<file path="config.mk">
export PLATFORM = sky130hd
export DESIGN_NAME = irq_ctrl
export DESIGN_NICKNAME = d
export VERILOG_FILES = /design/src/rtl/irq_ctrl_pkg.sv /design/src/rtl/irq_regs.sv /design/src/rtl/irq_arbiter.sv /design/src/rtl/irq_ack.sv /design/src/rtl/irq_ctrl.sv
export SDC_FILE = /design/constraint.sdc
export NUM_CORES = 1
export LEC_CHECK = 0
export BUFFER_PORTS_ARGS = -buffer_cell sky130_fd_sc_hd__buf_4
export CAP_MARGIN = 20
export CORE_AREA = 8 8 101 103
export CTS_CLUSTER_SIZE = 16
export DETAILED_ROUTE_END_ITERATION = 10
export DIE_AREA = 0 0 109 111
export PLACE_DENSITY_LB_ADDON = 0.08
export SETUP_SLACK_MARGIN = 0.1
export SLEW_MARGIN = 15
export SYNTH_ARGS = -nofsm -noshare
export SYNTH_HDL_FRONTEND = slang
export SYNTH_HIERARCHICAL = 1
export SYNTH_SLANG_ARGS = --single-unit
</file>
<file path="constraint.sdc">
create_clock -name clk_i -period 5.8 [get_ports clk_i]
set_input_delay 0 -clock clk_i [delete_from_list [all_inputs] [get_ports clk_i]]
set_output_delay 0 -clock clk_i [all_outputs]
set_load 0.02 [all_outputs]
</file>
<file path="src/rtl/irq_ctrl_pkg.sv">
package irq_ctrl_pkg;
  localparam int NUM_VEC     = 32;
  localparam int VEC_W       = $clog2(NUM_VEC);
  localparam int FIRST_MASK  = 2;
  localparam int LAST_MASK   = 26;
  localparam int NUM_SRC     = LAST_MASK - FIRST_MASK + 1;
  localparam int REG_W       = 16;
  localparam int ADDR_W      = 3;
  localparam int STRIDE_SH   = 3;
  localparam int VADDR_W     = VEC_W + STRIDE_SH;

  localparam logic [NUM_VEC-1:0] VALID_MASK =
    NUM_VEC'(((64'd1 << (LAST_MASK + 1)) - 64'd1) & ~((64'd1 << FIRST_MASK) - 64'd1));

  typedef enum logic [1:0] {
    BANK_FLAG = 2'd0,
    BANK_EN   = 2'd1,
    BANK_DBG  = 2'd2,
    BANK_NONE = 2'd3
  } bank_e;

  // Fixed service rank per vector; lower wins.
  function automatic logic [VEC_W-1:0] prio_of(input logic [VEC_W-1:0] v);
    logic [VEC_W-1:0] p;
    case (v)
      5'd0:  p = 5'd0;
      5'd1:  p = 5'd1;
      5'd2:  p = 5'd3;
      5'd3:  p = 5'd5;
      5'd4:  p = 5'd6;
      5'd5:  p = 5'd7;
      5'd6:  p = 5'd9;
      5'd7:  p = 5'd10;
      5'd8:  p = 5'd11;
      5'd9:  p = 5'd13;
      5'd10: p = 5'd14;
      5'd11: p = 5'd15;
      5'd12: p = 5'd17;
      5'd13: p = 5'd18;
      5'd14: p = 5'd21;
      5'd15: p = 5'd22;
      5'd16: p = 5'd4;
      5'd17: p = 5'd8;
      5'd18: p = 5'd12;
      5'd19: p = 5'd16;
      5'd20: p = 5'd19;
      5'd21: p = 5'd20;
      5'd22: p = 5'd23;
      5'd23: p = 5'd24;
      5'd24: p = 5'd2;
      5'd25: p = 5'd25;
      5'd26: p = 5'd26;
      default: p = 5'd31;
    endcase
    return p;
  endfunction
endpackage

</file>
<file path="src/rtl/irq_regs.sv">
module irq_regs
  import irq_ctrl_pkg::*;
(
  input  logic               clk_i,
  input  logic               rst_ni,
  input  logic [NUM_VEC-1:0] set_i,
  input  logic               nmi_i,
  input  logic               sw_rst_i,
  input  logic               we_i,
  input  logic [ADDR_W-1:0]  addr_i,
  input  logic [REG_W-1:0]   wdata_i,
  output logic [REG_W-1:0]   rdata_o,
  input  logic               accept_i,
  input  logic [VEC_W-1:0]   acc_vec_i,
  output logic [NUM_VEC-1:0] flag_o,
  output logic [NUM_VEC-1:0] en_o,
  output logic [NUM_VEC-1:0] dbg_o,
  output logic               nmi_pend_o,
  output logic               rst_pend_o
);
  logic [NUM_VEC-1:0] flag_q, en_q, dbg_q;
  logic [NUM_VEC-1:0] wide_data, half_mask, w1c, acc_onehot;
  logic               nmi_q, rst_q;
  bank_e              bank;

  assign bank       = bank_e'(addr_i[ADDR_W-1:1]);
  assign half_mask  = addr_i[0] ? {{REG_W{1'b1}}, {REG_W{1'b0}}} : {{REG_W{1'b0}}, {REG_W{1'b1}}};
  assign wide_data  = addr_i[0] ? {wdata_i, {REG_W{1'b0}}} : {{REG_W{1'b0}}, wdata_i};
  assign w1c        = (we_i && bank == BANK_FLAG) ? (wide_data & half_mask) : '0;
  assign acc_onehot = accept_i ? (NUM_VEC'(1) << acc_vec_i) : '0;

  for (genvar v = 0; v < NUM_VEC; v++) begin : g_flag
    if (v >= FIRST_MASK && v <= LAST_MASK) begin : g_live
      always_ff @(posedge clk_i or negedge rst_ni) begin
        if (!rst_ni)        flag_q[v] <= 1'b0;
        else if (sw_rst_i)  flag_q[v] <= 1'b0;
        else if (set_i[v])  flag_q[v] <= 1'b1;  // set beats clear
        else if (w1c[v] || acc_onehot[v]) flag_q[v] <= 1'b0;
      end

      p_set_lands_r8: assert property (@(posedge clk_i) disable iff (!rst_ni)
        (set_i[v] && !sw_rst_i) |=> flag_q[v]);
    end else begin : g_rsvd
      assign flag_q[v] = 1'b0;
    end
  end

  always_ff @(posedge clk_i or negedge rst_ni) begin
    if (!rst_ni) begin
      en_q  <= '0;
      dbg_q <= '0;
      nmi_q <= 1'b0;
      rst_q <= 1'b0;
    end else begin
      if (we_i && bank == BANK_EN)
        en_q <= ((en_q & ~half_mask) | (wide_data & half_mask)) & VALID_MASK;
      if (we_i && bank == BANK_DBG)
        dbg_q <= ((dbg_q & ~half_mask) | (wide_data & half_mask)) & VALID_MASK;
      nmi_q <= nmi_i || (nmi_q && !acc_onehot[1]);
      rst_q <= sw_rst_i || (rst_q && !acc_onehot[0]);
    end
  end

  logic [NUM_VEC-1:0] rd_bank;
  always_comb begin
    case (bank)
      BANK_FLAG: rd_bank = flag_q;
      BANK_EN:   rd_bank = en_q;
      BANK_DBG:  rd_bank = dbg_q;
      default:   rd_bank = '0;
    endcase
    rdata_o = addr_i[0] ? rd_bank[NUM_VEC-1:REG_W] : rd_bank[REG_W-1:0];
  end

  assign flag_o     = flag_q;
  assign en_o       = en_q;
  assign dbg_o      = dbg_q;
  assign nmi_pend_o = nmi_q;
  assign rst_pend_o = rst_q;

  p_taken_clears_r6: assert property (@(posedge clk_i) disable iff (!rst_ni)
    (accept_i && (set_i & acc_onehot) == '0 && !nmi_i && !sw_rst_i)
      |=> ((flag_q & $past(acc_onehot)) == '0) &&
          !(nmi_q && $past(acc_onehot[1])) && !(rst_q && $past(acc_onehot[0])));

  p_sw_rst_r4: assert property (@(posedge clk_i) disable iff (!rst_ni)
    sw_rst_i |=> (flag_q == '0) && rst_q);
endmodule

</file>
<file path="src/rtl/irq_arbiter.sv">
module irq_arbiter
  import irq_ctrl_pkg::*;
(
  input  logic               clk_i,
  input  logic               rst_ni,
  input  logic [NUM_VEC-1:0] flag_i,
  input  logic [NUM_VEC-1:0] en_i,
  input  logic [NUM_VEC-1:0] dbg_i,
  input  logic               nmi_pend_i,
  input  logic               rst_pend_i,
  input  logic               gmask_i,
  input  logic               halt_i,
  output logic               req_o,
  output logic [VEC_W-1:0]   vec_o
);
  logic [NUM_VEC-1:0] qual, cand;
  logic [VEC_W:0]     best_p;

  always_comb begin
    qual = en_i & (halt_i ? dbg_i : '1) & {NUM_VEC{!gmask_i}};
    cand = (flag_i & qual & VALID_MASK) | {{(NUM_VEC-2){1'b0}}, nmi_pend_i, rst_pend_i};
    best_p = {1'b1, {VEC_W{1'b0}}};
    vec_o  = '0;
    for (int v = 0; v < NUM_VEC; v++) begin
      if (cand[v] && {1'b0, prio_of(VEC_W'(v))} < best_p) begin
        best_p = {1'b0, prio_of(VEC_W'(v))};
        vec_o  = VEC_W'(v);
      end
    end
    req_o = |cand;
  end

  p_offer_enabled_r7: assert property (@(posedge clk_i) disable iff (!rst_ni)
    (req_o && vec_o >= VEC_W'(FIRST_MASK)) |-> en_i[vec_o] && flag_i[vec_o]);

  p_halt_qual_r5: assert property (@(posedge clk_i) disable iff (!rst_ni)
    (req_o && halt_i && vec_o >= VEC_W'(FIRST_MASK)) |-> dbg_i[vec_o]);

  p_gmask_r10: assert property (@(posedge clk_i) disable iff (!rst_ni)
    (gmask_i && req_o) |-> vec_o < VEC_W'(FIRST_MASK));

  p_nmi_wins_r11: assert property (@(posedge clk_i) disable iff (!rst_ni)
    (nmi_pend_i && !rst_pend_i) |-> req_o && vec_o == VEC_W'(1));
endmodule

</file>
<file path="src/rtl/irq_ack.sv">
module irq_ack
  import irq_ctrl_pkg::*;
(
  input  logic             clk_i,
  input  logic             rst_ni,
  input  logic             take_i,
  input  logic             req_i,
  input  logic [VEC_W-1:0] vec_i,
  output logic             accept_o,
  output logic [VEC_W-1:0] acc_vec_o,
  output logic             iack_no
);
  logic iack_q;

  // No take while a pulse is in flight: keeps the pulse one clock wide.
  assign accept_o  = take_i && req_i && iack_q;
  assign acc_vec_o = vec_i;

  always_ff @(posedge clk_i or negedge rst_ni) begin
    if (!rst_ni) iack_q <= 1'b1;
    else         iack_q <= !accept_o;
  end

  assign iack_no = iack_q;

  p_iack_one_clk_r6: assert property (@(posedge clk_i) disable iff (!rst_ni)
    !iack_q |=> iack_q);

  p_iack_follows_take_r6: assert property (@(posedge clk_i) disable iff (!rst_ni)
    (take_i && req_i && iack_q) |=> !iack_q);
endmodule

</file>
<file path="src/rtl/irq_ctrl.sv">
module irq_ctrl
  import irq_ctrl_pkg::*;
(
  input  logic               clk_i,
  input  logic               rst_ni,
  input  logic [NUM_SRC-1:0] src_pulse_i,
  input  logic               nmi_i,
  input  logic               sw_rst_i,
  input  logic               gmask_i,
  input  logic               dbg_halt_i,
  input  logic               reg_we_i,
  input  logic [ADDR_W-1:0]  reg_addr_i,
  input  logic [REG_W-1:0]   reg_wdata_i,
  output logic [REG_W-1:0]   reg_rdata_o,
  input  logic               take_i,
  output logic               req_o,
  output logic [VEC_W-1:0]   vec_o,
  output logic [VADDR_W-1:0] vec_addr_o,
  output logic               iack_no
);
  logic [NUM_VEC-1:0] set_vec, flag, en, dbg;
  logic               nmi_pend, rst_pend, accept, req;
  logic [VEC_W-1:0]   vec, acc_vec;

  assign set_vec = {{(NUM_VEC-LAST_MASK-1){1'b0}}, src_pulse_i, {FIRST_MASK{1'b0}}};

  irq_regs u_regs (
    .clk_i, .rst_ni,
    .set_i      (set_vec),
    .nmi_i,
    .sw_rst_i,
    .we_i       (reg_we_i),
    .addr_i     (reg_addr_i),
    .wdata_i    (reg_wdata_i),
    .rdata_o    (reg_rdata_o),
    .accept_i   (accept),
    .acc_vec_i  (acc_vec),
    .flag_o     (flag),
    .en_o       (en),
    .dbg_o      (dbg),
    .nmi_pend_o (nmi_pend),
    .rst_pend_o (rst_pend)
  );

  irq_arbiter u_arb (
    .clk_i, .rst_ni,
    .flag_i     (flag),
    .en_i       (en),
    .dbg_i      (dbg),
    .nmi_pend_i (nmi_pend),
    .rst_pend_i (rst_pend),
    .gmask_i,
    .halt_i     (dbg_halt_i),
    .req_o      (req),
    .vec_o      (vec)
  );

  irq_ack u_ack (
    .clk_i, .rst_ni,
    .take_i,
    .req_i      (req),
    .vec_i      (vec),
    .accept_o   (accept),
    .acc_vec_o  (acc_vec),
    .iack_no
  );

  assign req_o      = req;
  assign vec_o      = vec;
  assign vec_addr_o = {vec, {STRIDE_SH{1'b0}}};
endmodule

</file>
# --- Yosys cells after proc, flatten, opt, wreduce, memory -nomap -nowiden ---
# Index checks and enable logic that the tools add are counted.
op_classes:
  n_mux: 144
  n_lt_le_gt_ge: 31
  n_bitwise: 10
  eq_ne: 2
  shift: 1
  n_reduce_logical: 96
op_table:
  columns: ["op", "n"]
  rows:
  - ["$mux 6", 31]
  - ["$and 27x27->27", 6]
  - ["$mux 27", 5]
  - ["$lt 5x6->1 const A", 16]
  - ["$pmux 27 s3", 1]
  - ["$mux 5", 16]
  - ["$mux 1", 76]
  - ["$reduce_bool 3->1", 25]
  - ["$or 27x27->27", 2]
  - ["$lt 4x6->1 const A", 8]
  - ["$logic_and 1x1->1", 33]
  - ["$mux 4", 8]
  - ["$reduce_or 32->1", 1]
  - ["$logic_or 1x1->1", 27]
  - ["$not 27->27", 1]
  - ["$or 27x2->27", 1]
  - ["$shl 1x5->27 const A", 1]
  - ["$lt 3x6->1 const A", 4]
  - ["$mux 16", 1]
  - ["$lt 2x6->1 const A", 2]
  - ["$mux 3", 4]
  - ["$lt 1x6->1 const A", 1]
  - ["$logic_and 1x1->1 const A", 5]
  - ["$logic_not 1->1", 4]
  - ["4 further kinds", 5]
totals:
  out_inout_bits: 31
  inputBits: 52
  register_bits: 78

# --- Logic depth before layout (Yosys ltp) ---
# Gate-level depths: netlist of the first run.
logic_depth:
  word_depth: 105
  depth_mapped: 16

# --- Cells and area by module ---
# Netlist of the first run, hierarchy kept.
modules_own_cells:
  columns: ["mod", "seq_area_each_um2", "area_each_um2", "instances", "cells_each"]
  rows:
  - ["irq_regs", 1926.8, 3987.6, 1, 383]
  - ["irq_arbiter", 0.0, 1017.2, 1, 162]
  - ["irq_ack", 26.3, 75.1, 1, 8]
  - ["irq_ctrl", 0.0, 63.8, 1, 9]

# --- Least setup slack after synthesis of the first run ---
# No wires, ideal clock.
synth_timing:
  path_kind: "reg-to-reg"
  from: "reg with a tool-made name"
  to: "reg u_regs.flag_q[2], in the netlist u_regs/flag_o[2]"
  stages_incl_launch_ff: 14
  t_arrival_ns: 3.548
  required_time_ns: 5.664
  path_slack_ns: 2.115
  cell_sequence: "dfrtp_1 > nand2b_1 > and4b_1 > nor4_2 > nand2_2 > a211o_1 > a211oi_1 > o21ai_1 > and2_4 > a31o_1 > buf_4 > or4b_2 > o221ai_1 > a21oi_1"
synth_lines:
  columns: ["item", "line", "rtl"]
  rows:
  - ["to (signal, indexed assignment)", "irq_regs.sv:35", "if (!rst_ni) flag_q[v] <= 1'b0;"]
  - ["to (signal, indexed assignment)", "irq_regs.sv:36", "else if (sw_rst_i) flag_q[v] <= 1'b0;"]
  - ["to (signal, indexed assignment)", "irq_regs.sv:37", "else if (set_i[v]) flag_q[v] <= 1'b1;"]
  - ["to (decl)", "irq_regs.sv:21", "logic [NUM_VEC-1:0] flag_q, en_q, dbg_q;"]

==> results of run 1 <==
worst paths after layout:
kind                               start  slack [ns]          endpoint
max reg2reg                    flip-flop        1.64  u_regs/flag_o[5]
max in group asynchronous         rst_ni        5.05     u_ack/iack_no
min                             sw_rst_i        0.06  u_regs/flag_o[8]
min in group asynchronous         rst_ni        0.13         async pin
min reg2reg                u_ack/iack_no        0.47     u_ack/iack_no
max                            flip-flop        1.64  u_regs/flag_o[5]
critical path, delay by kind of cell (launching register included):
kind	cells	cell delay [ns]
simple gates	6	1.99
compound gates	6	1.64
flops	1	0.39
cell usage in the layout (no fill, tap or decap), types with 3 or more instances in the layout:
| cell type | instances |
|---|---|
| a21oi_1 | 43 |
| a221oi_1 | 9 |
| nand2_1 | 48 |
| nand3_1 | 6 |
| clkinv_2 | 3 |
| o21ai_1 | 3 |
| mux2i_1 | 3 |
| mux2_2 | 50 |
| nor2b_1 | 14 |
| o21ai_0 | 32 |
| buf_4 | 82 |
| and4b_1 | 3 |
| a31oi_1 | 6 |
| a22oi_1 | 10 |
| nor2_1 | 16 |
| inv_1 | 44 |
| clkbuf_8 | 9 |
| nand2b_1 | 18 |
| o221ai_1 | 25 |
| dfrtp_1 | 77 |
| nand3b_1 | 5 |
| dlygate4sd3_1 | 44 |
| a211o_1 | 3 |
| conb_1 | 3 |
| nand4b_1 | 18 |
| nor3_1 | 17 |
layout make-up:
| type | instances | area share (%) |
|---|---|---|
| well taps | 108 | 2.19 |
| inverters | 44 | 2.68 |
| clock inverters | 6 | 1.02 |
| repair buffers | 128 | 17.7 |
| clock buffers | 10 | 2.07 |
| multi-input cells | 377 | 42.6 |
| flip-flops and latches | 78 | 31.7 |
what timing repair did:
item                      4_1_cts  5_1_grt
buffers inserted                0        0
hold endpoints to repair      135        0
hold buffers                   44        0
layer usage:
layer | part of all wire [%] | vias to the layer above | wire length [um] | global-route usage (%)
met5 | 0 | - | 0 | 0
li1 | - | 2172 | - | -
met4 | 3.3 | 0 | 556 | 10.6
met3 | 9.1 | 46 | 1530 | 5.23
met1 | 40 | 2298 | 6780 | 36.2
met2 | 47 | 260 | 7890 | 43.6
power groups by stage:
stage	clock, mW	sequential (mW)	combinational, mW
after global placement	0	0.702	0.362
after global routing	0.436	0.710	0.436
final	0.414	0.699	0.403
after CTS	0.420	0.697	0.394
after floorplan	0	0.686	0.253
after detailed placement	0	0.707	0.369
==> impl_summary.log, run 1 <==
INFO  metric post-route-cell-area = 6160 um^2
INFO  metric vias = 4,776
INFO  metric cts_root_buf = clkbuf_8
INFO  metric worst_r2r_path_depth = 12
INFO  metric initial_utilization = 58.3%
INFO  metric antenna_found_initial = 0
INFO  metric ant_nets = 0
INFO  metric post_drt_via_cell_ratio = 6.36
INFO  metric finalMaxSlewViolations = 0
INFO  metric cell_breakdown_of_the_critical_path = nand2b_1, and4b_1, nor4_2, nand2_2, a211o_1, a211oi_1, o21ai_1, and2_4, a21oi_1, or4bb_1, o221ai_1, a21oi_1
INFO  metric outcome = finished, final reports clean
INFO  metric overflow = 0
INFO  metric worst_slew_pin_slew = 0.981 ns
INFO  metric full_die_area = 12,100 um^2
INFO  metric path_common_cell = a21oi_1
INFO  metric netlist_instances = 540
INFO  metric critPathMaxStageDelay = 0.66 ns
INFO  metric finalSetupViolations = 0
INFO  metric clock_sink_count = 78
INFO  metric drt_iter0_drc = 323
INFO  metric arrival = 4.39 ns
INFO  metric sum_of_negative_setup_slack = 0 ns
INFO  metric worst-path-max-fanout = 9
INFO  metric final-hold-violation-count = 0
INFO  metric hold_ws = 0.0635 ns
INFO  metric grt_setup_unrepaired = no
INFO  metric sw_share = 32.6%
INFO  metric num_rows = 34
INFO  metric timing.final.crit_share = 71.7%
INFO  metric pwr-share-seq = 46.1%
INFO  metric post_drt_wl_per_cell = 22.3 um
INFO  metric finClkSkew = 0.00984 ns
INFO  metric cts_made_buffers = 9
INFO  metric intPower = 1.02 mW
INFO  metric ys_warn_count = 6
INFO  metric power.total = 1.52 mW
INFO  metric buffer_ports.inserted = 79
INFO  metric multiInputGateArea = 2630 um^2
INFO  metric cts_max_path_buffers = 2
INFO  metric final_nets = 690
INFO  metric dp_hpwl = 11,200 um
INFO  metric clock_insertion_delay_worst_skew = 0.36 ns
INFO  metric pin_count_of_the_biggest_net_entering_global_routing = 79
INFO  metric area_grow_syn2layout = 23.7%
INFO  metric timing.final.ws_setup = 1.64 ns
INFO  metric timing.hold.worst.class = in -> reg
INFO  metric p_switching = 0.495 mW
INFO  metric post_route_cells_drive_above_1_share = 25.5%
INFO  metric die_width = 109 um
INFO  metric synth.avg_cell_area = 9.23 um^2
INFO  metric final_std_cells_w_o_fill = 751
INFO  metric vias_in_the_first_global_route = 4,704
INFO  metric cp-start-kind = flip-flop
INFO  metric setup.worst_path.class = reg -> reg
INFO  metric cts_tree = done
INFO  metric num_antenna_cells = 0
INFO  metric chipHeight = 111 um
INFO  metric maxCapViolations = 0
INFO  metric vdd_ir_drop_max = 151 uV
INFO  metric place_inst = 689
INFO  metric remaining_max_slew_budget_at_the_tightest_pin = 34.4%
INFO  metric storage_element_area = 1950 um^2
INFO  metric mappedNetlistArea = 4980 um^2
INFO  metric placeable_core_area = 8550 um^2
INFO  metric last_weighted_congestion_value_of_the_routability_driven_placer = 0.963
INFO  metric fillers = 662
INFO  metric cts_h_tree_lvls = 3
INFO  metric instance_area_at_placement = 5500 um^2
INFO  metric detail_route.wirelength = 16,800 um
INFO  metric postCtsResizedCells = 0
INFO  metric route.detailed.drc = 0
INFO  metric share_clk_of_total_power = 27.3%
INFO  metric powerDensity = 246 nW/um^2
INFO  metric grt_first_pass_wirelength = 26,000 um
INFO  metric min_delay_path_depth = 2
INFO  metric combinationalPowerShare = 26.6%
INFO  metric ioPinCount = 83
INFO  metric leak_pwr = 2.72 nW
INFO  metric critical_path_required = 6.03 ns
INFO  metric global_route.usage.total = 27.7%
INFO  metric layout_min_cycle_time = 4.16 ns
INFO  metric max_freq = 0.240 GHz
INFO  metric cpMaxStageDelayCell = nor4_2
INFO  metric dr.pass1.iters = 5
INFO  metric cts.reportedPaths.clkPinSlew = 0.08 ns
INFO  metric place_ws = 1.75 ns
INFO  metric finalCoreUtilization = 72.1%
INFO  metric critPathCaptureType = flip-flop
Note: power is estimated with default switching activity, not from simulation.
==> run 2, diff against run 1 <==
--- a/config.mk
+++ b/config.mk
@@ -5,12 +5,13 @@
 export SDC_FILE = /design/constraint.sdc
 export NUM_CORES = 1
 export LEC_CHECK = 0
+export ABC_AREA = 1
 export BUFFER_PORTS_ARGS = -buffer_cell sky130_fd_sc_hd__buf_4
 export CAP_MARGIN = 20
-export CORE_AREA = 8 8 101 103
+export CORE_AREA = 8 8 113 115
 export CTS_CLUSTER_SIZE = 16
 export DETAILED_ROUTE_END_ITERATION = 10
-export DIE_AREA = 0 0 109 111
+export DIE_AREA = 0 0 121 123
 export PLACE_DENSITY_LB_ADDON = 0.08
 export SETUP_SLACK_MARGIN = 0.1
 export SLEW_MARGIN = 15
==> constraint.sdc (replaced) <==
create_clock -name clk_i -period 3.4 [get_ports clk_i]
set_input_delay 0 -clock clk_i [delete_from_list [all_inputs] [get_ports clk_i]]
set_output_delay 0 -clock clk_i [all_outputs]
set_load 0.02 [all_outputs]
==> run 2 against run 1 <==
Compared with the run above: clock skew rose by 0.0037 ns; critical path depth rose by 11; critical path type unchanged; highest routed layer unchanged; non-clock buffer count rose by 36; sequential power rose by 69%; power rose by 87%; via count rose by 28%; critical endpoint is now u_regs/flag_o[12]; first-iteration DRC count rose by 87%; hold slack got worse by 0.051 ns; cell count rose by 45%.
==> impl_summary.log, run 2 <==
INFO  metric grt_setup_unrepaired = yes
INFO  metric post_drt_wl_per_cell = 18.3 um
INFO  metric critPathCaptureType = flip-flop
INFO  metric final_std_cells_w_o_fill = 1,090
INFO  metric storage_element_area = 1950 um^2
INFO  metric full_die_area = 14,900 um^2
INFO  metric mappedNetlistArea = 5470 um^2
INFO  metric finalCoreUtilization = 66.1%
INFO  metric timing.final.crit_share = 96.7%
INFO  metric pin_count_of_the_biggest_net_entering_global_routing = 79
INFO  metric buffer_ports.inserted = 79
INFO  metric timing.final.ws_setup = 0.113 ns
INFO  metric setup.worst_path.class = reg -> reg
INFO  metric leak_pwr = 3.79 nW
INFO  metric cp-start-kind = flip-flop
INFO  metric post-route-cell-area = 7330 um^2
INFO  metric finalSetupViolations = 0
INFO  metric p_switching = 0.920 mW
INFO  metric overflow = 0
INFO  metric dp_hpwl = 13,900 um
INFO  metric place_inst = 1,014
INFO  metric netlist_instances = 815
INFO  metric clock_insertion_delay_worst_skew = 0.35 ns
INFO  metric vias = 6,100
INFO  metric path_buf_inv = 3
INFO  metric worst_slew_pin_slew = 0.557 ns
INFO  metric intPower = 1.91 mW
INFO  metric cts_tree = done
INFO  metric finClkSkew = 0.0136 ns
INFO  metric cts_made_buffers = 9
INFO  metric finalMaxSlewViolations = 0
INFO  metric vias_in_the_first_global_route = 5,713
INFO  metric combinationalPowerShare = 23.8%
INFO  metric cts.reportedPaths.clkPinSlew = 0.06 ns
INFO  metric outcome = finished, final reports clean
INFO  metric synth.avg_cell_area = 6.72 um^2
INFO  metric mostFrequentLayoutCells = 269 x nand2_1, 116 x buf_4, 77 x dfrtp_1, 73 x inv_1, 61 x nand4_1
INFO  metric sw_share = 32.5%
INFO  metric ioPinCount = 83
INFO  metric ys_warn_count = 6
INFO  metric route.detailed.drc = 0
INFO  metric fillers = 973
INFO  metric cts_h_tree_lvls = 3
INFO  metric hold_ws = 0.0122 ns
INFO  metric drt_iter0_drc = 605
INFO  metric initial_utilization = 49.4%
INFO  metric worst-path-max-fanout = 6
INFO  metric share_clk_of_total_power = 34.7%
INFO  metric num_rows = 39
INFO  metric clock_sink_count = 78
INFO  metric cpLargestDelayFamily = simple AND/OR/NAND/NOR gates
INFO  metric place_ws = -0.00690 ns
INFO  metric antenna_found_initial = 0
INFO  metric max_freq = 0.304 GHz
INFO  metric global_route.usage.total = 26.5%
INFO  metric cts_max_path_buffers = 2
INFO  metric dr.pass1.iters = 5
INFO  metric die_width = 121 um
INFO  metric ant_nets = 0
INFO  metric chipHeight = 123 um
INFO  metric layout_min_cycle_time = 3.29 ns
INFO  metric critical_path_required = 3.62 ns
INFO  metric num_antenna_cells = 0
INFO  metric powerDensity = 387 nW/um^2
INFO  metric post_route_cells_drive_above_1_share = 24.2%
INFO  metric maxCapViolations = 0
INFO  metric placeable_core_area = 11,100 um^2
INFO  metric last_weighted_congestion_value_of_the_routability_driven_placer = 0.927
INFO  metric critPathMaxStageDelay = 0.40 ns
INFO  metric arrival = 3.51 ns
INFO  metric grt_first_pass_wirelength = 30,700 um
INFO  metric remaining_max_slew_budget_at_the_tightest_pin = 62.8%
INFO  metric post_drt_via_cell_ratio = 5.60
INFO  metric cell_breakdown_of_the_critical_path = inv_1, nand2_1, nand4_1, nand2_4, nor2_4, o211ai_1, nand3_1, nand2_2, nand2_2, nand2_4, nand3_4, nand3_4, nor3_4, nand4_1, a21oi_2, nand3_2, inv_2, nand2_4, nor2_4, buf_6, nand3_4, nand4_1, nand2_1
INFO  metric final_nets = 994
INFO  metric instance_area_at_placement = 6170 um^2
INFO  metric final-hold-violation-count = 0
INFO  metric cpMaxStageDelayCell = dfrtp_1
INFO  metric timing.hold.worst.class = in -> reg
INFO  metric cts_root_buf = clkbuf_16
INFO  metric multiInputGateArea = 3180 um^2
INFO  metric pwr-share-seq = 41.5%
INFO  metric layout.cells.most_common = nand2_1
INFO  metric detail_route.wirelength = 19,900 um
INFO  metric area_grow_syn2layout = 33.9%
INFO  metric vdd_ir_drop_max = 249 uV
## run 2: metrics by stage
step | setup TNS (ns) | total power, mW
4_1_cts | 0 | 2.80
3_5_place_dp | -0.00690 | 1.78
3_3_place_gp | 0 | 1.76
5_1_grt | -1.03 | 2.96
6_report | 0 | 2.83
2_1_floorplan | 0 | 1.54
## run 2: worst min-delay path, stage by stage
cell and delay, ns:
buf_4 0.10, inv_1 0.08, o21ai_1 0.13
## run 2: layout make-up
class                           instances  share of cell area (%)
Sequential cell                        78                    26.7
Clock inverter                          7                   0.973
Clock buffer                            9                    3.07
Tap cell                              143                    2.44
Multi-Input combinational cell        604                    43.4
Inverter                               85                    4.42
Timing Repair Buffer                  164                    19.0
## run 2: timing repair
| action | 4_1_cts | 5_1_grt |
|---|---|---|
| hold buffers | 41 | 0 |
| hold endpoints to repair | 131 | 0 |
| resized for setup | 6 | 75 |
| gates cloned | 0 | 1 |
| buffers inserted | 0 | 17 |
| endpoints found under the setup margin | 10 | 35 |
| pin swaps | 0 | 27 |
## run 2: power by group through the flow
stage | sequential [mW] | clock [mW] | combinational (mW)
2_1_floorplan | 1.16 | 0 | 0.382
3_3_place_gp | 1.18 | 0 | 0.576
3_5_place_dp | 1.19 | 0 | 0.591
4_1_cts | 1.17 | 0.995 | 0.632
5_1_grt | 1.19 | 1.03 | 0.741
6_report | 1.18 | 0.983 | 0.675
## run 2: final timing paths
path / depth (start not counted) / start / end / slack [ns]
setup reg to reg: 23 / flip-flop / u_regs/flag_o[12] / 0.11
hold / removal: 3 / reg_wdata_i[5] / flip-flop / 0.01
hold reg to reg: 1 / u_ack/iack_no / u_ack/iack_no / 0.48
max in group asynchronous: 3 / rst_ni / u_ack/iack_no / 2.68
setup / recovery: 23 / flip-flop / u_regs/flag_o[12] / 0.11
min in group asynchronous: 2 / rst_ni / async pin / 0.07
## run 2: routing by layer
metal  track usage [%]  part of all wire, %  vias to the layer above
met1              32.6                   40                     2878
met5                 0                    0                        -
met4              10.5                  2.9                        0
met3              5.80                  8.5                       49
met2              44.6                   48                      277
li1                  -                    -                     2896
